==> src/rtl/irq_cause_pkg.sv <==
package irq_cause_pkg;
  localparam logic [7:0] OFS_CAUSE = 8'h00;
  localparam logic [7:0] OFS_SET   = 8'h08;
  localparam logic [7:0] OFS_MASK  = 8'h10;
  localparam logic [7:0] OFS_CTL   = 8'h28;
  localparam int CTL_EDGE_BIT = 3;
  localparam int CTL_MSG_BIT  = 5;
endpackage

==> src/rtl/irq_cause_regs.sv <==
module irq_cause_regs
  import irq_cause_pkg::*;
#(
  parameter int N  = 32,
  parameter int AW = 8
) (
  input  logic          clk,
  input  logic          rst_n,
  input  logic [AW-1:0] reg_addr,
  input  logic          reg_we,
  input  logic [N-1:0]  reg_wdata,
  input  logic [N-1:0]  cause_q,
  output logic [N-1:0]  mask_q,
  output logic          edge_mode,
  output logic [N-1:0]  clr_keep,
  output logic [N-1:0]  sw_set,
  output logic [N-1:0]  reg_rdata
);
  localparam logic [AW-1:0] A_CAUSE = AW'(OFS_CAUSE);
  localparam logic [AW-1:0] A_SET   = AW'(OFS_SET);
  localparam logic [AW-1:0] A_MASK  = AW'(OFS_MASK);
  localparam logic [AW-1:0] A_CTL   = AW'(OFS_CTL);

  logic          hit_cause, hit_set, hit_mask, hit_ctl;
  logic          mask_en, ctl_en;
  logic [N-1:0]  mask_d;
  logic          edge_q, edge_d, msg_q, msg_d;

  always_comb begin
    hit_cause = (reg_addr == A_CAUSE);
    hit_set   = (reg_addr == A_SET);
    hit_mask  = (reg_addr == A_MASK);
    hit_ctl   = (reg_addr == A_CTL);
    mask_en   = reg_we && hit_mask;
    ctl_en    = reg_we && hit_ctl;
    mask_d    = reg_wdata;
    edge_d    = reg_wdata[CTL_EDGE_BIT];
    msg_d     = reg_wdata[CTL_MSG_BIT];
    clr_keep  = (reg_we && hit_cause) ? reg_wdata : '1;
    sw_set    = (reg_we && hit_set) ? reg_wdata : '0;
  end

  always_ff @(posedge clk or negedge rst_n) begin
    if (!rst_n) begin
      mask_q <= '1;
    end else if (mask_en) begin
      mask_q <= mask_d;
    end
  end

  always_ff @(posedge clk or negedge rst_n) begin
    if (!rst_n) begin
      edge_q <= 1'b0;
      msg_q  <= 1'b0;
    end else if (ctl_en) begin
      edge_q <= edge_d;
      msg_q  <= msg_d;
    end
  end

  assign edge_mode = edge_q;

  always_comb begin
    reg_rdata = '0;
    if (hit_cause) begin
      reg_rdata = cause_q;
    end else if (hit_mask) begin
      reg_rdata = mask_q;
    end else if (hit_ctl) begin
      reg_rdata[CTL_EDGE_BIT] = edge_q;
      reg_rdata[CTL_MSG_BIT]  = msg_q;
    end
  end

  // mask holds its value unless written
  p_mask_hold_r7: assert property (@(posedge clk) disable iff (!rst_n)
    !(reg_we && reg_addr == A_MASK) |=> $stable(mask_q));

  // offsets outside the map read as zero
  p_unmapped_zero_r10: assert property (@(posedge clk) disable iff (!rst_n)
    (reg_addr != A_CAUSE && reg_addr != A_MASK && reg_addr != A_CTL) |-> reg_rdata == '0);
endmodule

==> src/rtl/irq_cause_sense.sv <==
module irq_cause_sense #(
  parameter int N = 32
) (
  input  logic         clk,
  input  logic         rst_n,
  input  logic [N-1:0] src_in,
  input  logic         edge_mode,
  input  logic [N-1:0] clr_keep,
  input  logic [N-1:0] sw_set,
  output logic [N-1:0] cause_q
);
  logic [N-1:0] src_q;
  logic [N-1:0] hw_set;
  logic [N-1:0] cause_d;

  for (genvar i = 0; i < N; i++) begin : g_src
    always_comb begin
      hw_set[i]  = edge_mode ? (src_in[i] & ~src_q[i]) : src_in[i];
      cause_d[i] = (cause_q[i] & clr_keep[i]) | sw_set[i] | hw_set[i];
    end
  end

  always_ff @(posedge clk or negedge rst_n) begin
    if (!rst_n) begin
      src_q   <= '0;
      cause_q <= '0;
    end else begin
      src_q   <= src_in;
      cause_q <= cause_d;
    end
  end

  // a cleared bit with no set in that cycle is zero afterwards
  p_clear_works_r4: assert property (@(posedge clk) disable iff (!rst_n)
    rst_n |=> (cause_q & ~$past(clr_keep) & ~$past(sw_set | hw_set)) == '0);

  // any set in a cycle wins over a clear
  p_set_wins_r6: assert property (@(posedge clk) disable iff (!rst_n)
    rst_n |=> (cause_q & $past(sw_set | hw_set)) == $past(sw_set | hw_set));

  // in edge mode a bit only rises on an input edge or a software set
  p_edge_only_r3: assert property (@(posedge clk) disable iff (!rst_n)
    (rst_n && edge_mode) |=>
      (cause_q & ~$past(cause_q) & ~$past(sw_set) & ~($past(src_in) & ~$past(src_q))) == '0);
endmodule

==> src/rtl/irq_cause_out.sv <==
module irq_cause_out #(
  parameter int N = 32
) (
  input  logic [N-1:0] cause_q,
  input  logic [N-1:0] mask_q,
  output logic         irq_out
);
  logic [N-1:0] live;

  for (genvar i = 0; i < N; i++) begin : g_live
    assign live[i] = cause_q[i] & ~mask_q[i];
  end

  assign irq_out = |live;
endmodule

==> src/rtl/irq_cause_ctrl.sv <==
module irq_cause_ctrl #(
  parameter int N  = 32,
  parameter int AW = 8
) (
  input  logic          clk,
  input  logic          rst_n,
  input  logic [AW-1:0] reg_addr,
  input  logic          reg_we,
  input  logic [N-1:0]  reg_wdata,
  output logic [N-1:0]  reg_rdata,
  input  logic [N-1:0]  src_in,
  output logic          irq_out
);
  logic          rst_meta, rst_int_n;
  logic [N-1:0]  cause_q, mask_q, clr_keep, sw_set;
  logic          edge_mode;

  always_ff @(posedge clk or negedge rst_n) begin
    if (!rst_n) begin
      rst_meta  <= 1'b0;
      rst_int_n <= 1'b0;
    end else begin
      rst_meta  <= 1'b1;
      rst_int_n <= rst_meta;
    end
  end

  irq_cause_regs #(.N(N), .AW(AW)) regs_i (
    .clk       (clk),
    .rst_n     (rst_int_n),
    .reg_addr  (reg_addr),
    .reg_we    (reg_we),
    .reg_wdata (reg_wdata),
    .cause_q   (cause_q),
    .mask_q    (mask_q),
    .edge_mode (edge_mode),
    .clr_keep  (clr_keep),
    .sw_set    (sw_set),
    .reg_rdata (reg_rdata)
  );

  irq_cause_sense #(.N(N)) sense_i (
    .clk       (clk),
    .rst_n     (rst_int_n),
    .src_in    (src_in),
    .edge_mode (edge_mode),
    .clr_keep  (clr_keep),
    .sw_set    (sw_set),
    .cause_q   (cause_q)
  );

  irq_cause_out #(.N(N)) out_i (
    .cause_q (cause_q),
    .mask_q  (mask_q),
    .irq_out (irq_out)
  );
endmodule

==> config.mk <==
export PLATFORM = sky130hd
export DESIGN_NAME = irq_cause_ctrl
export DESIGN_NICKNAME = d
export VERILOG_FILES = /design/src/rtl/irq_cause_pkg.sv /design/src/rtl/irq_cause_regs.sv /design/src/rtl/irq_cause_sense.sv /design/src/rtl/irq_cause_out.sv /design/src/rtl/irq_cause_ctrl.sv
export SDC_FILE = /design/constraint.sdc
export NUM_CORES = 1
export LEC_CHECK = 0
export BUFFER_PORTS_ARGS = -buffer_cell sky130_fd_sc_hd__buf_2
export CORE_UTILIZATION = 54
export CTS_CLUSTER_DIAMETER = 150
export DETAILED_ROUTE_END_ITERATION = 6
export GPL_ROUTABILITY_DRIVEN = 0
export PLACE_DENSITY = 0.8
export RECOVER_POWER = 100
export SYNTH_ARGS = -nofsm -noshare
export SYNTH_HDL_FRONTEND = slang
export SYNTH_HIERARCHICAL = 1
export SYNTH_SLANG_ARGS = --single-unit
==> constraint.sdc <==
create_clock -name clk -period 3.4 [get_ports clk]
set_input_delay 0.68 -clock clk [delete_from_list [all_inputs] [get_ports clk]]
set_output_delay 0.68 -clock clk [all_outputs]
set_load 0.01 [all_outputs]
Word-level counts from Yosys, hierarchy flattened. Index checks and enable logic that the tools add are counted.

Eq/ne operators: 3. $lt $le $gt $ge: 0. Multipliers: 0. Multiplexer cells: 42. Reduce and logical (&&, ||, !) cells: 6. Shift operators: 0. Divide/modulo/power cells: 0. Add/subtract/negate cells: 0. Bitwise gates (word level): 224.

Operator list (number): 1-bit AND (96); 32-bit 2-to-1 mux (3); 1-bit inverter (64); 1-bit OR (64); 1-bit 2-to-1 mux (37); 32-bit OR reduction (1); 26-bit 2-to-1 mux (1); 8-bit by 4-bit equality test with 1-bit output, second input constant (1); 8-bit by 5-bit equality test with 1-bit output, second input constant (1); 8-bit by 6-bit equality test with 1-bit output, second input constant (1); 8-bit zero test (1); 1-bit logical AND (4); 3-bit 2-to-1 mux (1).

Bits in read-only memories: 0. Memories: 0. Memory bits (writable): 0. Bits in latches: 0. Input port bits: 75. Output and inout bits: 33. Word-level logic and storage cells: 282. Bits in registers: 100.

Longest topological paths before layout. Gate-level depths: netlist of the first run.

Depth in word-level cells: 6. Mapped depth: 5. Mapped depth without buffers: 4.

Cells and area by module. The synthesis of the first run kept the hierarchy.

Modules (own cells, without submodules): irq_cause_regs (area an instance 2351.0 um^2, seq. area each 890.9 um^2, times used 1, cells each 230); irq_cause_sense (area an instance 2075.7 um^2, seq. area each 1601.5 um^2, times used 1, cells each 131); irq_cause_out (area an instance 251.5 um^2, seq. area each 0.0 um^2, times used 1, cells each 53); irq_cause_ctrl (area an instance 53.8 um^2, seq. area each 50.0 um^2, times used 1, cells each 3).

Worst setup path after synthesis of the first run. Ideal clock, no wire load.

Kind: input to output. Start point: input port reg_addr[4]. End point: output port reg_rdata[3]. Stages: 4. Setup slack: 1.155 ns. Buffers on the path: 1. Required time: 2.720 ns. Arrival time: 1.565 ns. Cell sequence: buf_2 -> nor4b_1 -> nand3_1 -> a21oi_1.

Cells in the longest elaborated chain, start to end: 4. Elaborated cells on any way between the ends: 6. Classes of those cells: eq/ne: 2; mux: 3; reduce/logical: 1.

RTL lines: from (decl) (line irq_cause_ctrl.sv:7) `input logic [AW-1:0] reg_addr,`; 8-bit by 6-bit equality test with 1-bit output (line irq_cause_regs.sv:33) `hit_ctl = (reg_addr == A_CTL);`; 1-bit 2-to-1 mux (line irq_cause_regs.sv:69) `end else if (hit_ctl) begin`; 1-bit 2-to-1 mux (line irq_cause_regs.sv:67) `end else if (hit_mask) begin`; 32-bit 2-to-1 mux * (line irq_cause_regs.sv:65) `if (hit_cause) begin`; to (decl) (line irq_cause_ctrl.sv:10) `output logic [N-1:0] reg_rdata,`.

Mark *: on every way between the ends. The rest lies on a longest branch, timed or not.

Worst setup path after layout of the first run.
Start point: input port reg_addr[4]. End point: output port reg_rdata[19].

Cells in the longest elaborated chain, start to end: 3. Elaborated cells on any way between the ends: 4. Classes of those cells: eq/ne: 1; mux: 2; reduce/logical: 1.

RTL lines: 8-bit by 5-bit equality test with 1-bit output (line irq_cause_regs.sv:32) `hit_mask = (reg_addr == A_MASK);`; 26-bit 2-to-1 mux (line irq_cause_regs.sv:67); 32-bit 2-to-1 mux * (line irq_cause_regs.sv:65).

Marked as above.

==> key figures, run 1 <==
Outcome
  • Run status: finished with violations
  • Failing checks: max-capacitance violations, max-slew violations

Setup path
  • Arr. time, crit path: ~2300 ps
  • Cell-by-cell trace of the critical path: buf_2 > clkbuf_1 > mux2i_1 > nor2_1 > clkbuf_1
  • Crit path launch: reg_addr[4]
  • CP top delay family: buffers and inverters
  • Setup crit end: reg_rdata[19]
  • FF-to-FF path depth: 1
  • Reg-to-reg critical path startpoint: rst_int_n$_DFF_PN0_
  • Crit end category: output pin
  • Worst r2r dst: regs_i/mask_q[21]$_DFFE_PN1P_
  • CP dominant cell by count: clkbuf_1
  • Worst reg2reg setup slack: a little under 800 ps
  • Worst Path Max Fanout: 35
  • Worst stage delay on the critical path: roughly 770 ps
  • CP Buf/Inv Count: 3
  • Critical path depth: 5
  • Crit path kind: primary input to output pin
  • Slowest-stage cell, CP: buf_2
  • WP data required: 2720 ps
  • Startpoint Class: primary input

Floorplanning
  • Initial Util: 0.567
  • Die width: 95.6 um
  • Site Rows: 33
  • Die area: 0.00914 mm^2
  • Die Ht: between 90 and 100 um
  • Core area: around 0.0083 mm^2
  • Num ports: 108

Logic synthesis
  • EDFF count, synth: 0
  • Sequential-to-total area share from yosys stat: 0.537
  • Synthesized area per cell: 11.3 um^2
  • Synth area leader: dfrtp_1
  • Synthesized Nets: 492
  • Syn Inst Count: between 400 and 500
  • Ys Warns: 6
  • Number of distinct library cells after synthesis: 28
  • Synth Cell Area: 0.00473 mm^2
  • Ys async rst share: 1.00
  • Most used DFF post-synth: dfrtp_1
  • Post-synth top cells: 68 x dfrtp_1, 34 x mux2_2, 33 x inv_1, 33 x nand2_1, 33 x nand2b_1
  • Register bit count reported by yosys: 100
  • Synth top area cells: dfrtp_1 36%, dfstp_2 18%, mux2_2 8.1%, a221o_1 6.8%, mux2i_1 6.3%
  • Post-synth top area share: 0.360
  • Top-count cell post-synth: dfrtp_1

CTS
  • Resized cells post-CTS: 0
  • Clk_lat worst skew: approximately 350 ps
  • CTS tree: done
  • Hold_buf cts: 0
  • H-tree levels: 3
  • Post-CTS setup buffers: 0
  • Clock buffer depth: 2
  • Root buffer cell: clkbuf_8
  • CTS Buf Count: 9
  • CTS sink cnt: 100
  • CTS clk-pin slew, worst paths: 90 ps

Placement
  • PortBufs: around 110
  • Final HPWL DP: ~7600 um
  • Placed Area: 0.00537 mm^2

Global route
  • Largest net degree at the start of global routing: 60
  • Grt ovf: 0
  • Initial antenna violation count: 0
  • Total global-route track usage: 0.260
  • First-pass GRT wire length: 17700 um
  • Number of global-route vias before repair: about 3700

Min path
  • Hold crit path type: primary input to asynchronous set/reset pin

STA
  • Fin crit share: 0.872
  • Min Tclk post-route: between 2000 and 3000 ps
  • Hold Vio Cnt, Final: 0
  • Clock Skews: ~10 ps
  • Fmax: approximately 0.34 GHz
  • Pins Over Slew Limit: 60
  • RSZ-0062 raised after global routing: no
  • Least-Margin Pin Slew: ~2400 ps
  • Slew headroom: -0.604
  • Final setup fails: 0
  • Setup TNS: 0 ps

Routing
  • DR pass1 iterations: 4
  • DRT iter0 DRCs: 200
  • Via/cell ratio: about 5.6
  • Wire per inst: 17.3 um
  • Post-Route WL: approximately 11000 um
  • Antenna-violating nets left: 0
  • DRC Markers: 0
  • Via count: about 3600

Cells and area
  • Layout cell share with drive strength beyond 1: 0.258
  • Number of nets in the layout: around 600
  • Finished Cell Area: around 0.0055 mm^2
  • Fillers: 710
  • Area Overhead vs Synth: 15.8%
  • Ant diodes: 0

Power
  • Leak: ~2.4 nW
  • Pwr/cell area: between 400 and 500 mW/mm^2
  • Final Power: ~0.0023 W
  • VDD IR max: 0.000244 V

Flow run
  • Total of max-cap violations: 1
## per-layer routing
metal | global-route usage | vias to the layer above | part of all wire
li1 | - | 1658 | -
met1 | 0.351 | 1811 | 0.45
met2 | 0.429 | 109 | 0.49
met3 | 0.0463 | 10 | 0.053
met4 | 0.0796 | 0 | 0.011
met5 | 0 | - | 0
## area by class of cell
| type | count | area, um^2 | share of cell area |
|---|---|---|---|
| well taps | 105 | 131 | 0.0240 |
| clock inverters | 4 | 72.6 | 0.0132 |
| flip-flops and latches | 100 | 2540 | 0.464 |
| multi-input cells | 265 | 1940 | 0.354 |
| repair buffers | 117 | 517 | 0.0943 |
| inverters | 33 | 124 | 0.0226 |
| clock buffers | 12 | 155 | 0.0283 |
## state kept, by name (all words and copies together), names as in the netlist
register          count
regs_i/edge_mode      1
regs_i/mask_q        32
regs_i/msg_q          1
rst_int_n             1
rst_meta              1
sense_i/cause_q      32
sense_i/src_q        32
## placed cells by master (no fill, tap or decap), drive strengths merged, types with 32 or more instances in the layout
cell     n
a221o   32
and2    32
buf     50
clkbuf  79
dfrtp   68
dfstp   32
inv     33
mux2    34
nand2   33
nand2b  33
## logic make-up after synthesis
kind of cell / count (synthesis) / synth area share
DFF: 100 / 0.537
buffers and inverters: 52 / 0.0494
other: 1 / 0.000792
AOI/OAI and AO/OA: 50 / 0.0910
muxes: 64 / 0.144
and+or+nand+nor: 150 / 0.177
## how the worst min path moves through the flow
stage	from	slack, ps	end	depth (start not counted)
floorplan	rst_meta$_DFF_PN0_	330	rst_int_n$_DFF_PN0_	0
global placement	rst_meta$_DFF_PN0_	340	rst_int_n$_DFF_PN0_	0
detailed placement	rst_meta$_DFF_PN0_	340	rst_int_n$_DFF_PN0_	0
CTS	rst_n	70	rst_int_n$_DFF_PN0_	1
global route	rst_n	80	rst_int_n$_DFF_PN0_	1
finish	rst_n	90	rst_int_n$_DFF_PN0_	1
## power by group
group          leakage [nW]  switching (W)  internal [W]
clock network         0.113       0.000385      0.000454
logic                  1.29      0.0000805     0.0000719
registers              1.03      0.0000352       0.00124
total                  2.44       0.000500       0.00177
## per-stage QoR
stage | hold slack (ps) | cells | utilization | worst slack, ps
floorplan | 331 | 417 | - | 464
global placement | 338 | 620 | 0.644 | 585
detailed placement | 342 | 620 | 0.644 | 492
CTS | 75.0 | 636 | 0.671 | 493
global route | 82.0 | 636 | 0.657 | 288
finish | 90.2 | 636 | 0.657 | 434
(Power assumes the default switching activity.)
==> inputs of run 2 (changes only) <==
--- a/config.mk
+++ b/config.mk
@@ -6,11 +6,12 @@
 export NUM_CORES = 1
 export LEC_CHECK = 0
 export BUFFER_PORTS_ARGS = -buffer_cell sky130_fd_sc_hd__buf_2
-export CORE_UTILIZATION = 54
+export CORE_UTILIZATION = 56
+export CTS_BUF_LIST = sky130_fd_sc_hd__clkbuf_2 sky130_fd_sc_hd__clkbuf_4 sky130_fd_sc_hd__clkbuf_8
 export CTS_CLUSTER_DIAMETER = 150
 export DETAILED_ROUTE_END_ITERATION = 6
 export GPL_ROUTABILITY_DRIVEN = 0
-export PLACE_DENSITY = 0.8
+export PLACE_DENSITY = 0.82
 export RECOVER_POWER = 100
 export SYNTH_ARGS = -nofsm -noshare
 export SYNTH_HDL_FRONTEND = slang
==> run 2 against run 1 <==
The flow still finishes with violations (max-capacitance violations, max-slew violations). Sequential power barely moved. Combinational power about the same. Clock power fell by 19%. Critical endpoint is now reg_rdata[22]. Critical path depth is 1 higher.
==> key figures, run 2 (synthesis results as in run 1) <==
STA
  • Fmax: 0.352 GHz (+4.5%)
  • Pins Over Slew Limit: 113 (+88%)
  • Least-Margin Pin Slew: 1920 ps (-482 ps)
  • Final setup fails: 0 (unchanged)
  • Slew headroom: -0.283 (+0.321)
  • Hold Vio Cnt, Final: 0 (unchanged)
  • Min Tclk post-route: 2840 ps (-127 ps)
  • RSZ-0062 raised after global routing: no
  • Setup TNS: 0 ps (unchanged)
  • Clock Skews: 12.6 ps (+2.40 ps)
  • Fin crit share: 0.835 (-0.0373)
  • Min Hold Slack: 95.7 ps (+5.45 ps)

CTS
  • Hold_buf cts: 0 (unchanged)
  • Post-CTS setup buffers: 0 (unchanged)
  • CTS sink cnt: 100 (unchanged)
  • CTS Buf Count: 9 (unchanged)
  • H-tree levels: 3 (unchanged)
  • Resized cells post-CTS: 0 (unchanged)
  • Root buffer cell: clkbuf_8
  • Clock buffer depth: 2 (unchanged)
  • CTS clk-pin slew, worst paths: 100 ps (about the same)
  • Clk_lat worst skew: 340 ps (about the same)
  • CTS tree: done

Placement
  • Final HPWL DP: 7360 um (-3.5%)
  • Cells after DPL: 619 (-0.16%)
  • PortBufs: 107 (unchanged)
  • Placed Area: 0.00537 mm^2 (about the same)

Setup path
  • Crit path launch: reg_addr[7]
  • Worst Path Max Fanout: 30 (-14%)
  • WP data required: 2720 ps (about the same)
  • Crit path kind: primary input to output pin
  • Reg-to-reg critical path startpoint: rst_int_n$_DFF_PN0_
  • Crit end category: output pin
  • Arr. time, crit path: 2160 ps (-130 ps)
  • Startpoint Class: primary input

Routing
  • Wire per inst: 16.7 um (-3.3%)
  • Via/cell ratio: 5.59 (-0.85%)
  • Via count: 3552 (-1.0%)
  • Post-Route WL: 10600 um (-3.5%)
  • DR pass1 iterations: 5 (+1)
  • Antenna-violating nets left: 0 (unchanged)
  • DRC Markers: 0 (unchanged)
  • DRT iter0 DRCs: 239 (+20%)

Cells and area
  • Number of nets in the layout: 600 (-0.17%)
  • Most frequent cells in the layout: 67 x dfrtp_1, 60 x clkbuf_1, 49 x buf_2, 34 x mux2_2
  • Layout cell share with drive strength beyond 1: 0.268 (+0.00992)
  • Finished Cell Area: 0.00544 mm^2 (-0.71%)
  • Fin cells: 635 (-0.16%)
  • Commonest non-fill, non-tap cell in the layout: dfrtp_1
  • Area Overhead vs Synth: 15.0%
  • Biggest regs: regs_i/mask_q: 32 flops, sense_i/cause_q: 32 flops, sense_i/src_q: 32 flops
  • Ant diodes: 0 (unchanged)

Power
  • Part of the power in combinational logic: 0.072 (+0.005)
  • Pwr/cell area: 388 mW/mm^2 (-6.4%)
  • Sw Share: 0.238 (+0.0174)
  • VDD IR max: 0.000243 V (-0.34%)
  • Clock network fraction of design power: 0.320 (-0.050)
  • Switching power: 0.000502 W (+0.22%)
  • Final Power: 0.00211 W (-7.1%)
  • Sequential share of power: 0.608 (+0.045)
  • Leak: 2.42 nW (-0.77%)
  • Int Pwr: 0.00161 W (-9.2%)

Outcome
  • Run status: finished with violations
  • Failing checks: max-capacitance violations, max-slew violations

Global route
  • Largest net degree at the start of global routing: 80 (+33%)
  • Grt ovf: 0 (unchanged)
  • Number of global-route vias before repair: 3538 (-3.3%)
  • Initial antenna violation count: 0 (unchanged)
  • First-pass GRT wire length: 17300 um (-2.3%)
  • Total global-route track usage: 0.256 (-0.00400)

Floorplanning
  • Die Ht: 93.9 um (-1.8%)
  • Die area: 0.00882 mm^2 (-3.5%)
  • Die width: 93.9 um (-1.8%)
  • Initial Util: 0.576 (+0.00855)
  • Num ports: 108 (unchanged)
  • Core area: 0.00822 mm^2 (-1.5%)
  • Site Rows: 33 (unchanged)

Flow run
  • Total of max-cap violations: 2 (+1)

Min path
  • Hold crit path type: primary input to asynchronous set/reset pin
-- run 2: changes by cell type in the layout (fill, tap and decap cells not counted), sizes merged --
cell      before  now
buf           50   54
bufinv         2    0
clkbuf        79   74
clkinvlp       1    3
-- run 2: cell type report --
cell class,count,area [um^2]
repair buffers,116,531
clock inverters,4,27.5
well taps,105,131
multi-input cells,265,1940
flip-flops and latches,100,2540
inverters,33,124
clock buffers,12,146
fillers,693,2780
-- run 2: layer usage --
layer	part of all wire	global-route usage	routed length, um	up-vias
met5	0	0	0	-
met4	0.014	0.0769	152	0
met3	0.051	0.0324	544	13
met1	0.45	0.370	4770	1764
met2	0.49	0.405	5170	107
li1	-	-	-	1668
-- run 2: worst max-delay path: stages --
cell      delay [ps]
buf_2            110
nor3_1           390
nand2_1          100
clkbuf_2         420
nor2_1           270
clkbuf_1         170
-- run 2: worst paths after layout --
kind | cells past startpoint | to | slack (ps)
worst min-delay path | 1 | rst_meta$_DFF_PN0_ | 100
worst min register to register | 0 | rst_int_n$_DFF_PN0_ | 360
worst max register to register | 1 | sense_i/src_q[24]$_DFF_PN0_ | 1440
min in group clk | 0 | rst_int_n$_DFF_PN0_ | 360
max in group asynchronous | 1 | sense_i/src_q[24]$_DFF_PN0_ | 1440
worst max-delay path | 6 | reg_rdata[22] | 560
-- run 2: metrics by stage --
stage	worst slack [ps]	utilization
finish	561	0.662
global route	407	0.662
CTS	834	0.675
detailed placement	819	0.654
global placement	836	0.654
floorplan	464	-
-- run 2: power groups by stage --
stage | combinational, W | clock, W | sequential [W]
after floorplan | 0.0000769 | 0 | 0.00130
after global placement | 0.000153 | 0 | 0.00130
after detailed placement | 0.000158 | 0 | 0.00131
after CTS | 0.000158 | 0.000695 | 0.00128
after global routing | 0.000165 | 0.000740 | 0.00129
final | 0.000152 | 0.000676 | 0.00128
